$ cat src/rtl/seed_pkg.sv
package seed_pkg;

    typedef enum logic [1:0] {
        EXC_NONE    = 2'b00,
        EXC_ILLEGAL = 2'b01,
        EXC_VIRT    = 2'b10
    } exc_e;

    typedef enum logic [1:0] {
        ST_BIST = 2'b00,
        ST_WAIT = 2'b01,
        ST_ES16 = 2'b10,
        ST_DEAD = 2'b11
    } opst_e;

    typedef enum logic [1:0] {
        KIND_SWAP  = 2'b00,
        KIND_SET   = 2'b01,
        KIND_CLEAR = 2'b10,
        KIND_RSVD  = 2'b11
    } kind_e;

    typedef enum logic [1:0] {
        PRV_USER  = 2'b00,
        PRV_SUPER = 2'b01,
        PRV_RSVD  = 2'b10,
        PRV_MACH  = 2'b11
    } priv_e;

endpackage

$ cat src/rtl/seed_perm.sv
module seed_perm #(
    parameter int CFG_W   = 32,
    parameter int UEN_BIT = 8,
    parameter int SEN_BIT = 9
) (
    input  logic             ext_en,
    input  logic [1:0]       kind,
    input  logic             src_nz,
    input  logic [1:0]       priv,
    input  logic             virt,
    input  logic [CFG_W-1:0] cfg,
    output logic [1:0]       exc
);
    import seed_pkg::*;

    logic writes;
    logic sup_en;
    logic usr_en;

    always_comb begin
        sup_en = cfg[SEN_BIT];
        usr_en = cfg[UEN_BIT];
        unique case (kind_e'(kind))
            KIND_SWAP:             writes = 1'b1;
            KIND_SET, KIND_CLEAR:  writes = src_nz;
            default:               writes = 1'b0;
        endcase

        if (!ext_en || !writes) begin
            exc = EXC_ILLEGAL;
        end else if (priv_e'(priv) == PRV_MACH) begin
            exc = EXC_NONE;
        end else if (virt) begin
            exc = sup_en ? EXC_VIRT : EXC_ILLEGAL;
        end else if (priv_e'(priv) == PRV_SUPER && sup_en) begin
            exc = EXC_NONE;
        end else if (priv_e'(priv) == PRV_USER && usr_en) begin
            exc = EXC_NONE;
        end else begin
            exc = EXC_ILLEGAL;
        end
    end

endmodule

$ cat src/rtl/seed_fmt.sv
module seed_fmt #(
    parameter int XLEN     = 32,
    parameter int SAMPLE_W = 16
) (
    input  logic                es_valid,
    input  logic                es_bist,
    input  logic                es_dead,
    input  logic [SAMPLE_W-1:0] es_data,
    output logic [XLEN-1:0]     word,
    output logic                fresh
);
    import seed_pkg::*;

    localparam int ST_LSB = XLEN - 2;
    localparam int PAD_W  = ST_LSB - SAMPLE_W;

    opst_e               st;
    logic [SAMPLE_W-1:0] low;

    always_comb begin
        if (es_dead)       st = ST_DEAD;
        else if (es_bist)  st = ST_BIST;
        else if (es_valid) st = ST_ES16;
        else               st = ST_WAIT;
        fresh = (st == ST_ES16);
        low   = fresh ? es_data : '0;
    end

    generate
        if (PAD_W > 0) begin : g_pad
            assign word = {st, {PAD_W{1'b0}}, low};
        end else begin : g_nopad
            assign word = {st, low};
        end
    endgenerate

endmodule

$ cat src/rtl/seed_csr_unit.sv
module seed_csr_unit #(
    parameter int          XLEN      = 32,
    parameter int          ADDR_W    = 12,
    parameter logic [11:0] SEED_ADDR = 12'h015,
    parameter int          SAMPLE_W  = 16,
    parameter int          UEN_BIT   = 8,
    parameter int          SEN_BIT   = 9
) (
    input  logic              clk,
    input  logic              rst_n,
    input  logic              csr_req_i,
    input  logic [ADDR_W-1:0] csr_addr_i,
    input  logic [1:0]        csr_kind_i,
    input  logic              csr_src_nz_i,
    input  logic [XLEN-1:0]   csr_wdata_i,
    input  logic [1:0]        priv_i,
    input  logic              virt_i,
    input  logic              ext_en_i,
    input  logic [XLEN-1:0]   sec_cfg_i,
    input  logic              es_valid_i,
    input  logic [SAMPLE_W-1:0] es_data_i,
    input  logic              es_bist_i,
    input  logic              es_dead_i,
    output logic              es_pop_o,
    output logic              rsp_valid_o,
    output logic [XLEN-1:0]   rsp_data_o,
    output logic [1:0]        rsp_exc_o
);
    import seed_pkg::*;

    typedef struct packed {
        logic            valid;
        logic [XLEN-1:0] data;
        logic [1:0]      exc;
    } rsp_t;

    rsp_t            rsp_d, rsp_q;
    logic [1:0]      perm_exc;
    logic [XLEN-1:0] fmt_word;
    logic            fmt_fresh;
    logic            hit;
    logic            granted;
    logic            wdata_unused;

    assign wdata_unused = ^csr_wdata_i;

    seed_perm #(
        .CFG_W   (XLEN),
        .UEN_BIT (UEN_BIT),
        .SEN_BIT (SEN_BIT)
    ) u_perm (
        .ext_en (ext_en_i),
        .kind   (csr_kind_i),
        .src_nz (csr_src_nz_i),
        .priv   (priv_i),
        .virt   (virt_i),
        .cfg    (sec_cfg_i),
        .exc    (perm_exc)
    );

    seed_fmt #(
        .XLEN     (XLEN),
        .SAMPLE_W (SAMPLE_W)
    ) u_fmt (
        .es_valid (es_valid_i),
        .es_bist  (es_bist_i),
        .es_dead  (es_dead_i),
        .es_data  (es_data_i),
        .word     (fmt_word),
        .fresh    (fmt_fresh)
    );

    always_comb begin
        hit       = csr_req_i && (csr_addr_i == ADDR_W'(SEED_ADDR));
        granted   = hit && (perm_exc == EXC_NONE);
        rsp_d       = '0;
        rsp_d.valid = hit;
        rsp_d.exc   = hit ? perm_exc : EXC_NONE;
        rsp_d.data  = granted ? fmt_word : '0;
        es_pop_o    = granted && fmt_fresh;
    end

    always_ff @(posedge clk or negedge rst_n) begin
        if (!rst_n) rsp_q <= '0;
        else        rsp_q <= rsp_d;
    end

    assign rsp_valid_o = rsp_q.valid;
    assign rsp_data_o  = rsp_q.data;
    assign rsp_exc_o   = rsp_q.exc;

endmodule

$ cat config.mk
export PLATFORM = sky130hd
export DESIGN_NAME = seed_csr_unit
export DESIGN_NICKNAME = d
export VERILOG_FILES = /design/src/rtl/seed_pkg.sv /design/src/rtl/seed_perm.sv /design/src/rtl/seed_fmt.sv /design/src/rtl/seed_csr_unit.sv
export SDC_FILE = /design/constraint.sdc
export NUM_CORES = 1
export LEC_CHECK = 0
export ABC_AREA = 1
export BUFFER_PORTS_ARGS = -buffer_cell sky130_fd_sc_hd__buf_2
export CELL_PAD_IN_SITES_DETAIL_PLACEMENT = 0
export CELL_PAD_IN_SITES_GLOBAL_PLACEMENT = 1
export CORE_MARGIN = 1.5
export CORE_UTILIZATION = 20
export CTS_BUF_LIST = sky130_fd_sc_hd__clkbuf_4 sky130_fd_sc_hd__clkbuf_8 sky130_fd_sc_hd__clkbuf_16
export DETAILED_ROUTE_END_ITERATION = 16
export PLACE_DENSITY = 0.86
export SYNTH_ARGS = -nofsm -noshare
export SYNTH_HDL_FRONTEND = slang
export SYNTH_SLANG_ARGS = --single-unit
$ cat constraint.sdc
create_clock -name clk -period 1.4 [get_ports clk]
set_input_delay 0.21 -clock clk [delete_from_list [all_inputs] [get_ports clk]]
set_output_delay 0.21 -clock clk [all_outputs]
set_load 0.005 [all_outputs]
# Yosys cells after proc, flatten, opt, wreduce, memory -nomap -nowiden

Cells that the tools add are included.

Register bits: 35
Bits in latches: 0
Memory bits (writable): 0
Memory bits (read-only): 0
Bits of input ports: 105
Output and inout bits: 36
Word-level logic and storage cells: 34
Memories kept: 0

Add/sub/neg operators: 0
Multiply operators: 0
Divide/modulo/power cells: 0
$lt $le $gt $ge: 0
Equality and inequality tests: 6
Shifts and indexed selects: 0
Multiplexer cells: 13
Bitwise operators: 0
Reductions and logical operators: 12

Operators by type and width:

| operator                                       | number |
|---|---|
| 2-to-1 mux 32 bit                              | 1 |
| 2-to-1 mux 2 bit                               | 9 |
| 2-to-1 mux 16 bit                              | 1 |
| == test 12 x 5 -> 1 bit, second input constant | 1 |
| == test 2 bit, second input constant           | 3 |
| logical NOT 2 bit                              | 3 |
| logical AND 1 bit                              | 5 |
| == test 2 x 1 -> 1 bit, second input constant  | 2 |
| logical NOT 1 bit                              | 2 |
| one-hot mux 1 bit (2 select lines)             | 1 |
| OR reduction 2 bit                             | 1 |
| logical OR 1 bit                               | 1 |
| 2-to-1 mux 1 bit                               | 1 |

# Depth between registers and ports, before layout

Depth in word-level cells: 10
Depth in mapped cells: 7
Gate-level depth less buffers: 7

# By module

Synthesis repeated with hierarchy kept, for this count alone.

Cells, all modules: 205
Area total of the unflattened synthesis: 1769.2 um^2

Modules (own cells, without submodules):

| module        | instances | cells each | area an instance (um^2) | seq. area each (um^2) |
|---|---|---|---|---|
| seed_csr_unit | 1         | 125        | 1341.3                  | 875.8 |
| seed_fmt      | 1         | 55         | 310.3                   | 0.0 |
| seed_perm     | 1         | 25         | 117.6                   | 0.0 |

# Worst setup path before layout

OpenSTA, ideal clock, no wires.

Kind: input port to output port
From: input port csr_kind_i[0]
To: output port es_pop_o
Arrival time: 1027 ps
Required time: 1190 ps
Slack: 163 ps
Stages: 7
Path buffers: 1
Path through: inv_1 ha_1 a21oi_1 nor2_1 nand3_1 buf_2 nor3_2

Cells in the longest elaborated chain, start to end: 9
Elaborated cells between the ends (all ways): 11
Those cells by class: eq/ne: 2; mux: 2; reduce/logical: 7

RTL lines:

| what                                                    | RTL line            | source |
|---|---|---|
| start, declared                                         | seed_csr_unit.sv:13 | `input logic [1:0] csr_kind_i,` |
| == test 2 x 1 -> 1 bit or == test 2 bit (tied branches) | seed_perm.sv:23     | `unique case (kind_e'(kind))` |
| OR reduction 2 bit                                      | seed_perm.sv:23     |  |
| one-hot mux 1 bit (2 select lines) (*)                  | seed_perm.sv:23     |  |
| logical NOT 1 bit (*)                                   | seed_perm.sv:29     | `if (!ext_en \|\| !writes) begin` |
| logical OR 1 bit (*)                                    | seed_perm.sv:29     |  |
| 2-to-1 mux 2 bit (*)                                    | seed_perm.sv:29     |  |
| logical NOT 2 bit (*)                                   | seed_csr_unit.sv:75 | `granted = hit && (perm_exc == EXC_NONE);` |
| logical AND 1 bit (*)                                   | seed_csr_unit.sv:75 |  |
| logical AND 1 bit (*)                                   | seed_csr_unit.sv:80 | `es_pop_o = granted && fmt_fresh;` |
| end, declared                                           | seed_csr_unit.sv:24 | `output logic es_pop_o,` |

Mark *: on every way between the ends. The rest lies on a longest branch, timed or not.

# Worst setup path in the final report

Ends and elaborated chain as after synthesis.

==> impl_metrics.py <==
metrics = {
    "placed_design": {
        "place_ws_ns": -0.1485,
        "placed_area_um2": 1469,
        "dp_hpwl_um": 1819,
        "port_buffers": 64,
        "place_congestion": 0.6228,
    },
    "global_routing": {
        "grt_pass1_vias": 933,
        "use_met1_pct": 10.07,
        "use_met2_pct": 14.91,
        "grt_max_degree": 22,
        "grt_pass1_wl_um": 4098,
        "grt_use_total_pct": 8.626,
        "antenna_found_initial": 0,
        "grtUsageMet3_pct": 2.024,
        "overflow": 0,
        "grt_busiest_layer": "met2",
    },
    "layout": {
        "area_delta_synth_final_pct": 43.60,
        "finalNetCount": 301,
        "n_antenna_cell": 0,
        "fill_cells": 579,
        "post-route-util_pct": 30.48,
        "post-route-cell-area_um2": 1587,
        "drive_above_1_share_pct": 49.74,
    },
    "timing": {
        "fmaxAchievable_mhz": 764.1,
        "finalCritPeriodShare_pct": 93.48,
        "drv_slew": 0,
        "rsz0062_at_grt": "no",
        "setup_slack_ns": 0.09122,
        "post-route-min-period_ns": 1.309,
        "hold_violations": 0,
        "setup_violations": 0,
    },
    "routing": {
        "wl_per_cell_um": 8.772,
        "vias_per_cell": 3.593,
        "firstDrtPassIters": 3,
        "wl_um": 2307,
        "drc": 0,
        "ant_nets": 0,
        "first_iter_violations": 14,
        "vias": 945,
    },
    "floorplan": {
        "rows": 26,
        "die_w_um": 77.33,
        "die_h_um": 77.33,
        "initial_core_util_pct": 21.23,
        "ioPinCount": 141,
        "core_um2": 5205,
        "die-area_um2": 5979,
    },
    "worst_hold_path": {
        "holdPathEnd": "rsp_data_o[0]",
        "min_from": "es_data_i[0]",
        "min_path_cells": 3,
        "min_path_type": "primary input to flip-flop",
    },
    "setup_path": {
        "worstSetupStartpointType": "primary input",
        "crit_path_end_kind": "output pin",
        "critPathKind": "primary input to output pin",
        "arrival_ns": 1.10,
        "required_ns": 1.19,
        "cp_max_fo": 2,
    },
    "synthesis": {
        "yosys.area.top_type": "dfrtp_1",
        "synth-seq-area-share_pct": 47.57,
        "synthArstFlopShare_pct": 100.0,
        "yosys_register_bits": 21,
        "yosysTopAreaCellShare_pct": 47.57,
        "synth.most_common_cell": "nand2_1",
        "synthTopCellsByArea": "dfrtp_1 (48%), nor3_2 (10%), buf_4 (9.5%), nand2_1 (9.2%), inv_1 (4.8%)",
        "synth_flop_cell": "dfrtp_1",
        "ys_types": 17,
        "ys_top_cells_by_count": "nand2_1 (27), dfrtp_1 (21), buf_4 (14), inv_1 (14), nor3_2 (11)",
        "synth-edff-count": 0,
        "syn_area_um2": 1105,
        "synth-warning-count": 0,
        "avgSynthCellArea_um2": 9.056,
        "syn_inst": 122,
    },
    "cts": {
        "clock_path_buffers": 2,
        "htreeDepth": 1,
        "cts_tree": "yes",
        "clk_pin_slew_worst_paths_ns": 0.07,
        "cts_sinks": 21,
        "clk_root_buffer_cell": "clkbuf_8",
        "cts_buffers": 3,
    },
    "power": {
        "leakage_nw": 0.8617,
        "power.switching_mw": 0.2771,
        "swShare_pct": 23.39,
        "pwr-share-comb_pct": 15.3,
        "ir_worst_vdd_mv": 0.2697,
        "clkPwrFrac_pct": 33.6,
        "pwr-share-seq_pct": 51.2,
        "power.density_nw_per_um2": 746.8,
        "p_int_mw": 0.9077,
    },
    "job": {
        "cap_violations": 0,
    },
    "status": {
        "status": "complete, no violations",
    },
}
layout make-up:
cell class / count / area, um^2 / share of cell area (%)
clock buffer: 4 / 48.80 / 3.076
sequential: 21 / 525.5 / 33.12
timing repair buffer: 72 / 402.9 / 25.39
tap: 70 / 87.58 / 5.521
inverter: 14 / 57.56 / 3.628
multi-input combinational: 82 / 464.2 / 29.26
power groups by stage:
| stage | combinational, mW | sequential [mW] | clock (mW) |
|---|---|---|---|
| final | 0.181 | 0.606 | 0.398 |
| after global routing | 0.208 | 0.606 | 0.443 |
| after CTS | 0.183 | 0.606 | 0.422 |
| after detailed placement | 0.165 | 0.618 | 0 |
| after global placement | 0.163 | 0.618 | 0 |
| after floorplan | 0.108 | 0.618 | 0 |
worst max path at each step:
stage / startpoint / endpoint / slack (ns) / depth (start not counted)
after floorplan: csr_kind_i[0] / es_pop_o / 0.16 / 7
after global placement: csr_kind_i[0] / es_pop_o / -0.15 / 8
after detailed placement: csr_kind_i[0] / es_pop_o / -0.15 / 8
after CTS: csr_kind_i[0] / es_pop_o / -0.007 / 8
after global routing: csr_kind_i[0] / es_pop_o / 0.005 / 8
final: csr_kind_i[0] / es_pop_o / 0.09 / 8
worst max-delay path, cell delays in order:
cell and delay (ns):
buf_8 0.08, inv_4 0.03, ha_4 0.25, a21oi_2 0.05, nor2_2 0.11, nand3_2 0.13
nor3_2 0.11, buf_2 0.14
logic make-up after synthesis:
logic type               synth area share (%)
AO/OA/AOI/OAI                           1.359
AND/OR/NAND/NOR                         31.26
other                                  0.3394
buffers and inverters                   17.21
flip-flops                              47.56
adder cells (fa/ha/maj)                 2.265
registers in the layout, indices dropped and copies added (netlist names):
name	flops
rsp_data_o	18
rsp_exc_o	2
rsp_valid_o	1
metal layers:
layer / wire [um] / part of all wire, %
met1: 979 / 42
met2: 1071 / 46
met3: 227 / 9.8
met4: 29 / 1.3
met5: 0 / 0
cell usage in the layout (no fill, tap or decap), drive strengths merged:
| cell | instances |
|---|---|
| nor2 | 9 |
| buf | 71 |
| dfrtp | 21 |
| inv | 14 |
| nor3 | 20 |
| and2 | 1 |
| conb | 14 |
| nand3 | 4 |
| dlygate4sd3 | 1 |
| clkbuf | 4 |
| ha | 2 |
| a21oi | 3 |
| nand2 | 29 |
stage by stage:
stage | total power [mW] | cells | hold slack (ns) | TNS [ns]
6_report | 1.185 | 263 | 0.1875 | 0
5_1_grt | 1.257 | 263 | 0.1874 | 0
4_1_cts | 1.211 | 263 | 0.1791 | -0.007262
3_5_place_dp | 0.7829 | 257 | 0.1959 | -1.742
3_3_place_gp | 0.7811 | 257 | 0.1815 | -1.812
2_1_floorplan | 0.7262 | 135 | -0.08559 | 0
timing repair:
action                                 in CTS  in global routing
setup buffers                               1                  0
setup endpoints to repair                   1                  1
pin swaps                                   5                  2
hold buffers                                1                  0
endpoints found under the hold margin      21                  0
gates resized for setup                    12                  1
Power figures use the tool's default switching activity.
